===== src/rtl/jt_pkg.sv =====
package jt_pkg;

    localparam int PC_W      = 32;
    localparam int ENT_W     = 16;
    localparam int INSN_SIZE = 2;

    typedef enum logic [2:0] {
        ST_IDLE,
        ST_ADDR,
        ST_READ,
        ST_EXT,
        ST_SUM,
        ST_DONE
    } jt_state_e;

    typedef struct packed {
        logic ld_base;
        logic ld_addr;
        logic ld_ent;
        logic ld_ofs;
        logic ld_tgt;
    } jt_ctl_t;

endpackage


===== src/rtl/jt_ctrl.sv =====
module jt_ctrl
    import jt_pkg::*;
(
    input  logic    clk,
    input  logic    rst,
    input  logic    start,
    input  logic    mem_ack,
    output jt_ctl_t ctl,
    output logic    mem_req,
    output logic    done
);

    jt_state_e st_q, st_d;

    always_ff @(posedge clk) begin
        if (rst) st_q <= ST_IDLE;
        else     st_q <= st_d;
    end

    always_comb begin
        st_d = st_q;
        unique case (st_q)
            ST_IDLE: if (start) st_d = ST_ADDR;
            ST_ADDR: st_d = ST_READ;
            ST_READ: if (mem_ack) st_d = ST_EXT;
            ST_EXT:  st_d = ST_SUM;
            ST_SUM:  st_d = ST_DONE;
            ST_DONE: st_d = ST_IDLE;
            default: st_d = ST_IDLE;
        endcase
    end

    always_comb begin
        ctl         = '0;
        ctl.ld_base = (st_q == ST_IDLE) && start;
        ctl.ld_addr = (st_q == ST_ADDR);
        ctl.ld_ent  = (st_q == ST_READ) && mem_ack;
        ctl.ld_ofs  = (st_q == ST_EXT);
        ctl.ld_tgt  = (st_q == ST_SUM);
    end

    assign mem_req = (st_q == ST_READ);
    assign done    = (st_q == ST_DONE);

endmodule


===== src/rtl/jt_dp.sv =====
module jt_dp
    import jt_pkg::*;
#(
    parameter int AW = PC_W,
    parameter int EW = ENT_W
) (
    input  logic          clk,
    input  logic          rst,
    input  jt_ctl_t       ctl,
    input  logic [AW-1:0] pc,
    input  logic [AW-1:0] idx,
    input  logic [EW-1:0] rdata,
    output logic [AW-1:0] addr,
    output logic [AW-1:0] target
);

    localparam logic [AW-1:0] STEP = AW'(INSN_SIZE);
    localparam int            PAD  = AW - EW;

    logic [AW-1:0] base_q, idx_q, addr_q, ofs_q, tgt_q;
    logic [EW-1:0] ent_q;

    always_ff @(posedge clk) begin
        if (rst) begin
            base_q <= '0;
            idx_q  <= '0;
            addr_q <= '0;
            ent_q  <= '0;
            ofs_q  <= '0;
            tgt_q  <= '0;
        end else begin
            if (ctl.ld_base) begin
                base_q <= ((pc >> 1) << 1) + STEP;
                idx_q  <= idx;
            end
            if (ctl.ld_addr) addr_q <= base_q + (idx_q << 1);
            if (ctl.ld_ent)  ent_q  <= rdata;
            if (ctl.ld_ofs)  ofs_q  <= {{PAD{ent_q[EW-1]}}, ent_q} << 1;
            if (ctl.ld_tgt)  tgt_q  <= base_q + ofs_q;
        end
    end

    assign addr   = addr_q;
    assign target = tgt_q;

endmodule


===== src/rtl/jt_branch_seq.sv =====
module jt_branch_seq
    import jt_pkg::*;
#(
    parameter int AW = PC_W,
    parameter int EW = ENT_W
) (
    input  logic          clk,
    input  logic          rst,
    input  logic          start,
    input  logic [AW-1:0] cur_pc,
    input  logic [AW-1:0] index_val,
    output logic          mem_req,
    output logic [AW-1:0] mem_addr,
    input  logic          mem_ack,
    input  logic [EW-1:0] mem_rdata,
    output logic          done,
    output logic [AW-1:0] next_pc
);

    jt_ctl_t ctl;

    jt_ctrl u_ctrl (
        .clk     (clk),
        .rst     (rst),
        .start   (start),
        .mem_ack (mem_ack),
        .ctl     (ctl),
        .mem_req (mem_req),
        .done    (done)
    );

    jt_dp #(.AW(AW), .EW(EW)) u_dp (
        .clk    (clk),
        .rst    (rst),
        .ctl    (ctl),
        .pc     (cur_pc),
        .idx    (index_val),
        .rdata  (mem_rdata),
        .addr   (mem_addr),
        .target (next_pc)
    );

endmodule


===== config.mk =====
export PLATFORM = sky130hd
export DESIGN_NAME = jt_branch_seq
export DESIGN_NICKNAME = d
export VERILOG_FILES = /design/src/rtl/jt_pkg.sv /design/src/rtl/jt_ctrl.sv /design/src/rtl/jt_dp.sv /design/src/rtl/jt_branch_seq.sv
export SDC_FILE = /design/constraint.sdc
export NUM_CORES = 1
export LEC_CHECK = 0
export ABC_AREA = 0
export BUFFER_PORTS_ARGS = -buffer_cell sky130_fd_sc_hd__buf_2
export CORE_AREA = 2 2 183 95
export CTS_CLUSTER_DIAMETER = 60
export CTS_CLUSTER_SIZE = 12
export DETAILED_ROUTE_END_ITERATION = 8
export DIE_AREA = 0 0 185 97
export HOLD_SLACK_MARGIN = 0.03
export PLACE_DENSITY = 0.88
export RECOVER_POWER = 100
export SYNTH_ARGS = -nofsm -noshare
export SYNTH_HDL_FRONTEND = slang
export SYNTH_SLANG_ARGS = --single-unit

===== constraint.sdc =====
create_clock -name clk -period 4.3 [get_ports clk]
set_input_delay 0.215 -clock clk [delete_from_list [all_inputs] [get_ports clk]]
set_output_delay 0.215 -clock clk [all_outputs]
set_load 0.01 [all_outputs]

Yosys cells after proc, flatten, opt, wreduce, memory -nomap -nowiden
Cells that the tools add are included.
{ "classes": {"add_sub_neg": 3, "shifts": 0, "n_bitwise": 0, "eq_ne": 7, "multipliers": 0, "n_lt_le_gt_ge": 0, "reduce_logical": 4, "n_div": 0, "mux": 3} }
{ "op_table": {"columns": ["cell", "count"], "rows": [
  ["$add 32x32->32", 2],
  ["$add 32x2->32 const B", 1],
  ["$pmux 3 s5", 1],
  ["$eq 3x2->1 const B", 2],
  ["$eq 3x3->1 const B", 2],
  ["$mux 3", 2],
  ["$eq 3x1->1 const B", 1],
  ["$logic_not 3->1", 1],
  ["$logic_and 1x1->1", 2],
  ["$ne 2x1->1 const B", 1],
  ["$ne 2x2->1 const B", 1],
  ["$reduce_and 2->1", 1]
]} }
{ "totals": {"ram_bits": 0, "word_cells": 24, "n_memories": 0, "latchBits": 0, "mem_bits_ro": 0, "inputBits": 84, "regBits": 162, "out_inout_bits": 66} }

Logic depth before layout (Yosys ltp)
{ "depth": {"word_depth": 3, "depth_mapped": 10, "depth_no_buf": 10} }

Hierarchy
From an unflattened synthesis, not the netlist that was laid out.
{ "hier_totals": {"cells_unflattened": 1061, "area_unflattened_um2": 9246.4} }
{ "modules_own_cells": {"columns": ["mod", "area_each_um2", "instances", "cells_per_inst"], "rows": [
  ["jt_dp", 9049.9, 1, 1042],
  ["jt_ctrl", 196.4, 1, 19]
]} }

Worst setup path before layout
No wires, ideal clock.
{ "synth_timing": {"kind": "register to register", "from": "register u_dp.ofs_q[1]", "to": "register u_dp.tgt_q[21] (netlist: u_dp.target[21])", "path_stages_with_launch": 11, "synth_period_minus_slack_ns": 2.521, "t_arrival_ns": 2.392, "path_buffers": 0, "setup_slack_ns": 1.779, "path_cell_list": "dfxtp_1 -> ha_1 -> fa_1 -> a21o_1 -> a31o_2 -> a211oi_1 -> o21bai_1 -> a31oi_2 -> o221ai_1 -> xnor2_1 -> o21ai_0"} }
{ "synth_between": {"elab_chain_cells": 1} }
{ "synth_lines": {"columns": ["item", "line", "source"], "rows": [
  ["start: declaration", "jt_dp.sv:20", "logic [AW-1:0] base_q, idx_q, addr_q, ofs_q, tgt_q;"],
  ["start signal: assignment", "jt_dp.sv:38", "if (ctl.ld_ofs) ofs_q <= {{PAD{ent_q[EW-1]}}, ent_q} << 1;"],
  ["$add 32x32->32", "jt_dp.sv:39", "if (ctl.ld_tgt) tgt_q <= base_q + ofs_q;"],
  ["end signal: assignment", "jt_dp.sv:39", null],
  ["end: declaration", "jt_dp.sv:20", null]
]} }
No other way between the ends.
A chain may end at the register's enable or synchronous reset.

Worst setup path in the final report
{ "layout_timing": {"from": "register u_dp.base_q[1]", "to": "register u_dp.tgt_q[21] (netlist: u_dp.target[21])"} }
{ "layout_between": {"elab_chain_cells": 1} }
{ "layout_lines": {"columns": ["item", "line", "source"], "rows": [
  ["start: declaration", "jt_dp.sv:20", null],
  ["start signal: assignment", "jt_dp.sv:33", "base_q <= ((pc >> 1) << 1) + STEP;"],
  ["$add 32x32->32", "jt_dp.sv:39", null]
]} }
No other way between the ends.

==> impl_metrics.yaml <==
synth:
  synth_simple_gate_area_frac: 0.210
  synth-compound-area-share: 0.247
  syn_avg_cell_area_um2: 7.66
  synth.most_common_cell: "nand2_1"
  synthTopCellsByArea: "dfxtp_1, nand2_1, a21oi_1"
  ys_seq_area_frac: 0.345
  ys_seq_elements: 159
  synth_top_area_share: 0.345
  synth-adder-area-share: 0.0871
  synth.largest_area_cell: "dfxtp_1"
  async_reset_ff_frac: 0
  ys.flop_type: "dfxtp_1"
  netlist_area_mm2: 0.00923
  synth_edf_count: 0
  synth.distinct_cells: 69
  synth_xor_area_frac: 0.0721
  synth_mux_area_frac: 0.00108
  synth_top_family_by_area: "compound AO/OA/AOI/OAI gates"
  postSynthCellCount: 1204
  yosys-top-cells-count: "nand2_1, a21oi_1, dfxtp_1"
  yosysWarningCount: 0
clocking:
  cts_resized: 0
  clk-insertion-delay-late_ps: 440
  clockBufferDepth: 2
  cts_tree: "done"
  cts_root_buffer: "clkbuf_16"
  post-cts-setup-buffers: 0
  cts_inserted_buffers: 17
  htree_levels: 4
  clock-sinks: 159
  ctsHoldBuffers: 38
  path_clk_slew_ps: 70
sta:
  rsz0062_at_grt: "false"
  fmax_ghz: 0.320
  tightest_slew_ps: 2330
  finalCritPeriodShare: 0.727
  layout_setup_ws_ps: 1180
  tns_ps: 0
  slew_headroom: -0.554
  hold_violations: 0
  min_period_ps: 3120
  setup_viol: 0
  fin_worst_skew_ps: 12.3
  maxSlewViolCount: 150
power:
  power_leakage_nw: 4.42
  vdd_ir_drop_max_mv: 0.323
  p_per_area_mw_per_mm2: 366
  power_w: 0.00399
setup_path:
  cp_max_fo: 4
  r2r_slack_ps: 1180
  path_cells: "ha_1, fa_1, a21o_1, a31o_2, a211oi_1, o21bai_1, a31oi_1, o221ai_1, xnor2_1, o21ai_0"
  rr_worst_depth: 10
  rr_startpoint: "u_dp.base_q[1]"
  crit_type: "reg -> reg"
  worstSetupStartpointType: "flip-flop"
  cp_data_required_time_ps: 4610
  cpMaxStageDelayCell: "a31oi_1"
  end_kind: "flip-flop"
  arrival_ps: 3430
  cpPeakStageDelay_ps: 490
  reg2reg_to: "u_dp.target[21]"
  path_buf_inv: 0
  crit_family: "compound AO/OA/AOI/OAI gates"
route:
  drt_iter0_drc: 686
  wirelength_um: 26200
  drt-met1-wl_um: 12000
  detail_route.drc_violations: 0
  wl_met2_um: 11700
  drt.antenna.violating_nets: 0
  dr_wl_met3_um: 1860
  via_per_inst: 5.75
  routedWlPerCell_um: 16.4
  dr.pass1.iters: 5
  top_layer: "met4"
  num_vias: 9163
global_route:
  overflow: 0
  grt_usage: 0.295
  grt_pass1_vias: 8725
  grt_antenna_before_repair: 0
  grt_pass1_wl_um: 42600
  grt_start_max_net_pins: 93
finish:
  nFillCells: 1441
  area_delta_synth_final_pct: 17.9
  nets: 1500
  drive_gt1_frac: 0.0908
  diodes: 0
placement:
  dp_hpwl_um: 19200
  portBuffers: 145
  gp_congestion: 0.946
  post-place-ws_ps: 1390
outcome:
  status: "finished with violations"
  violations: "max-capacitance violations, max-slew violations"
min_path:
  hold_depth: 3
  hold-path-endpoint: "u_dp.idx_q[17]"
  worstHoldPathType: "in -> reg"
  hp-start: "index_val[17]"
floorplanning:
  rows: 33
  initial_core_util: 0.570
  die_area_mm2: 0.0179
  die_h_um: 97
  coreArea_mm2: 0.0162
  io_pins: 150
  die_x_um: 185
run:
  maxCapViolCount: 2
## how the worst max path moves through the flow
stage	to	from	slack [ps]	cells past startpoint
floorplan	u_dp.target[21]	u_dp.ofs_q[1]	1780	10
global placement	u_dp.target[21]	u_dp.base_q[1]	1470	10
detailed placement	u_dp.target[25]	u_dp.base_q[1]	1390	10
CTS	u_dp.target[25]	u_dp.base_q[1]	1350	10
global route	u_dp.target[21]	u_dp.base_q[1]	980	10
finish	u_dp.target[21]	u_dp.base_q[1]	1180	10
## worst min-delay path, stage by stage
cell	delay (ps)
buf_2	100
nand2_1	50
a21oi_1	60
## through the flow
step | hold WS (ps) | util | cells | cell area (µm²)
after floorplan | 311 | - | 1205 | 9230
after global placement | 431 | 0.622 | 1522 | 10100
after detailed placement | 437 | 0.622 | 1522 | 10100
after CTS | 30.7 | 0.682 | 1592 | 11000
after global routing | 35.4 | 0.672 | 1593 | 10900
final | 35.9 | 0.672 | 1593 | 10900
## placed cells by master, fill, tap and decap left out, types with 28 or more instances in the layout
cell | netlist | layout
a211oi_1 | 27 | 28
a21oi_1 | 174 | 175
buf_2 | 2 | 79
clkbuf_1 | 58 | 69
dfxtp_1 | 159 | 159
dlygate4sd3_1 | 0 | 39
ha_1 | 61 | 61
nand2_1 | 262 | 262
nand3_1 | 37 | 37
nor2_1 | 56 | 56
o21ai_0 | 71 | 74
xnor2_1 | 42 | 42
xor2_1 | 34 | 34
## flip-flops by register name, summed over array words and instances (netlist names)
name	cells
u_dp.addr	31
u_dp.base_q	31
u_dp.idx_q	31
u_dp.target	31
u_dp.ent_q	16
u_dp.ofs_q	16
u_ctrl.st_q	3
## power by group
group / switching (W) / total, W / internal, W
combinational: 0.000508 / 0.000817 / 0.000309
clock: 0.000685 / 0.00151 / 0.000824
sequential: 0.0000875 / 0.00166 / 0.00157
total: 0.00128 / 0.00399 / 0.00271
## cell type report
cell class | count | area [µm²] | share of cell area
Timing Repair Buffer | 192 | 1080 | 0.0997
Clock buffer | 19 | 433 | 0.0398
Inverter | 24 | 90.1 | 0.00828
Clock inverter | 13 | 144 | 0.0132
Sequential cell | 159 | 3180 | 0.293
Multi-Input combinational cell | 959 | 5660 | 0.520
Tap cell | 227 | 284 | 0.0261
## layer usage
| layer | vias up | GRT usage |
|---|---|---|
| met1 | 4213 | 0.405 |
| met4 | 0 | 0.106 |
| met5 | - | 0 |
| met2 | 332 | 0.468 |
| li1 | 4560 | - |
| met3 | 58 | 0.0489 |
## logic make-up (layout without fill, tap and decap cells)
logic type,count (synthesis),count (layout)
adder cells (fa/ha/maj),63,63
XOR/XNOR,76,76
AND/OR/NAND/NOR,440,440
multiplexers,1,1
buffers and inverters,87,248
flip-flops,159,159
AO/OA/AOI/OAI,377,377
other,1,2
Power figures use the tool's default switching activity.
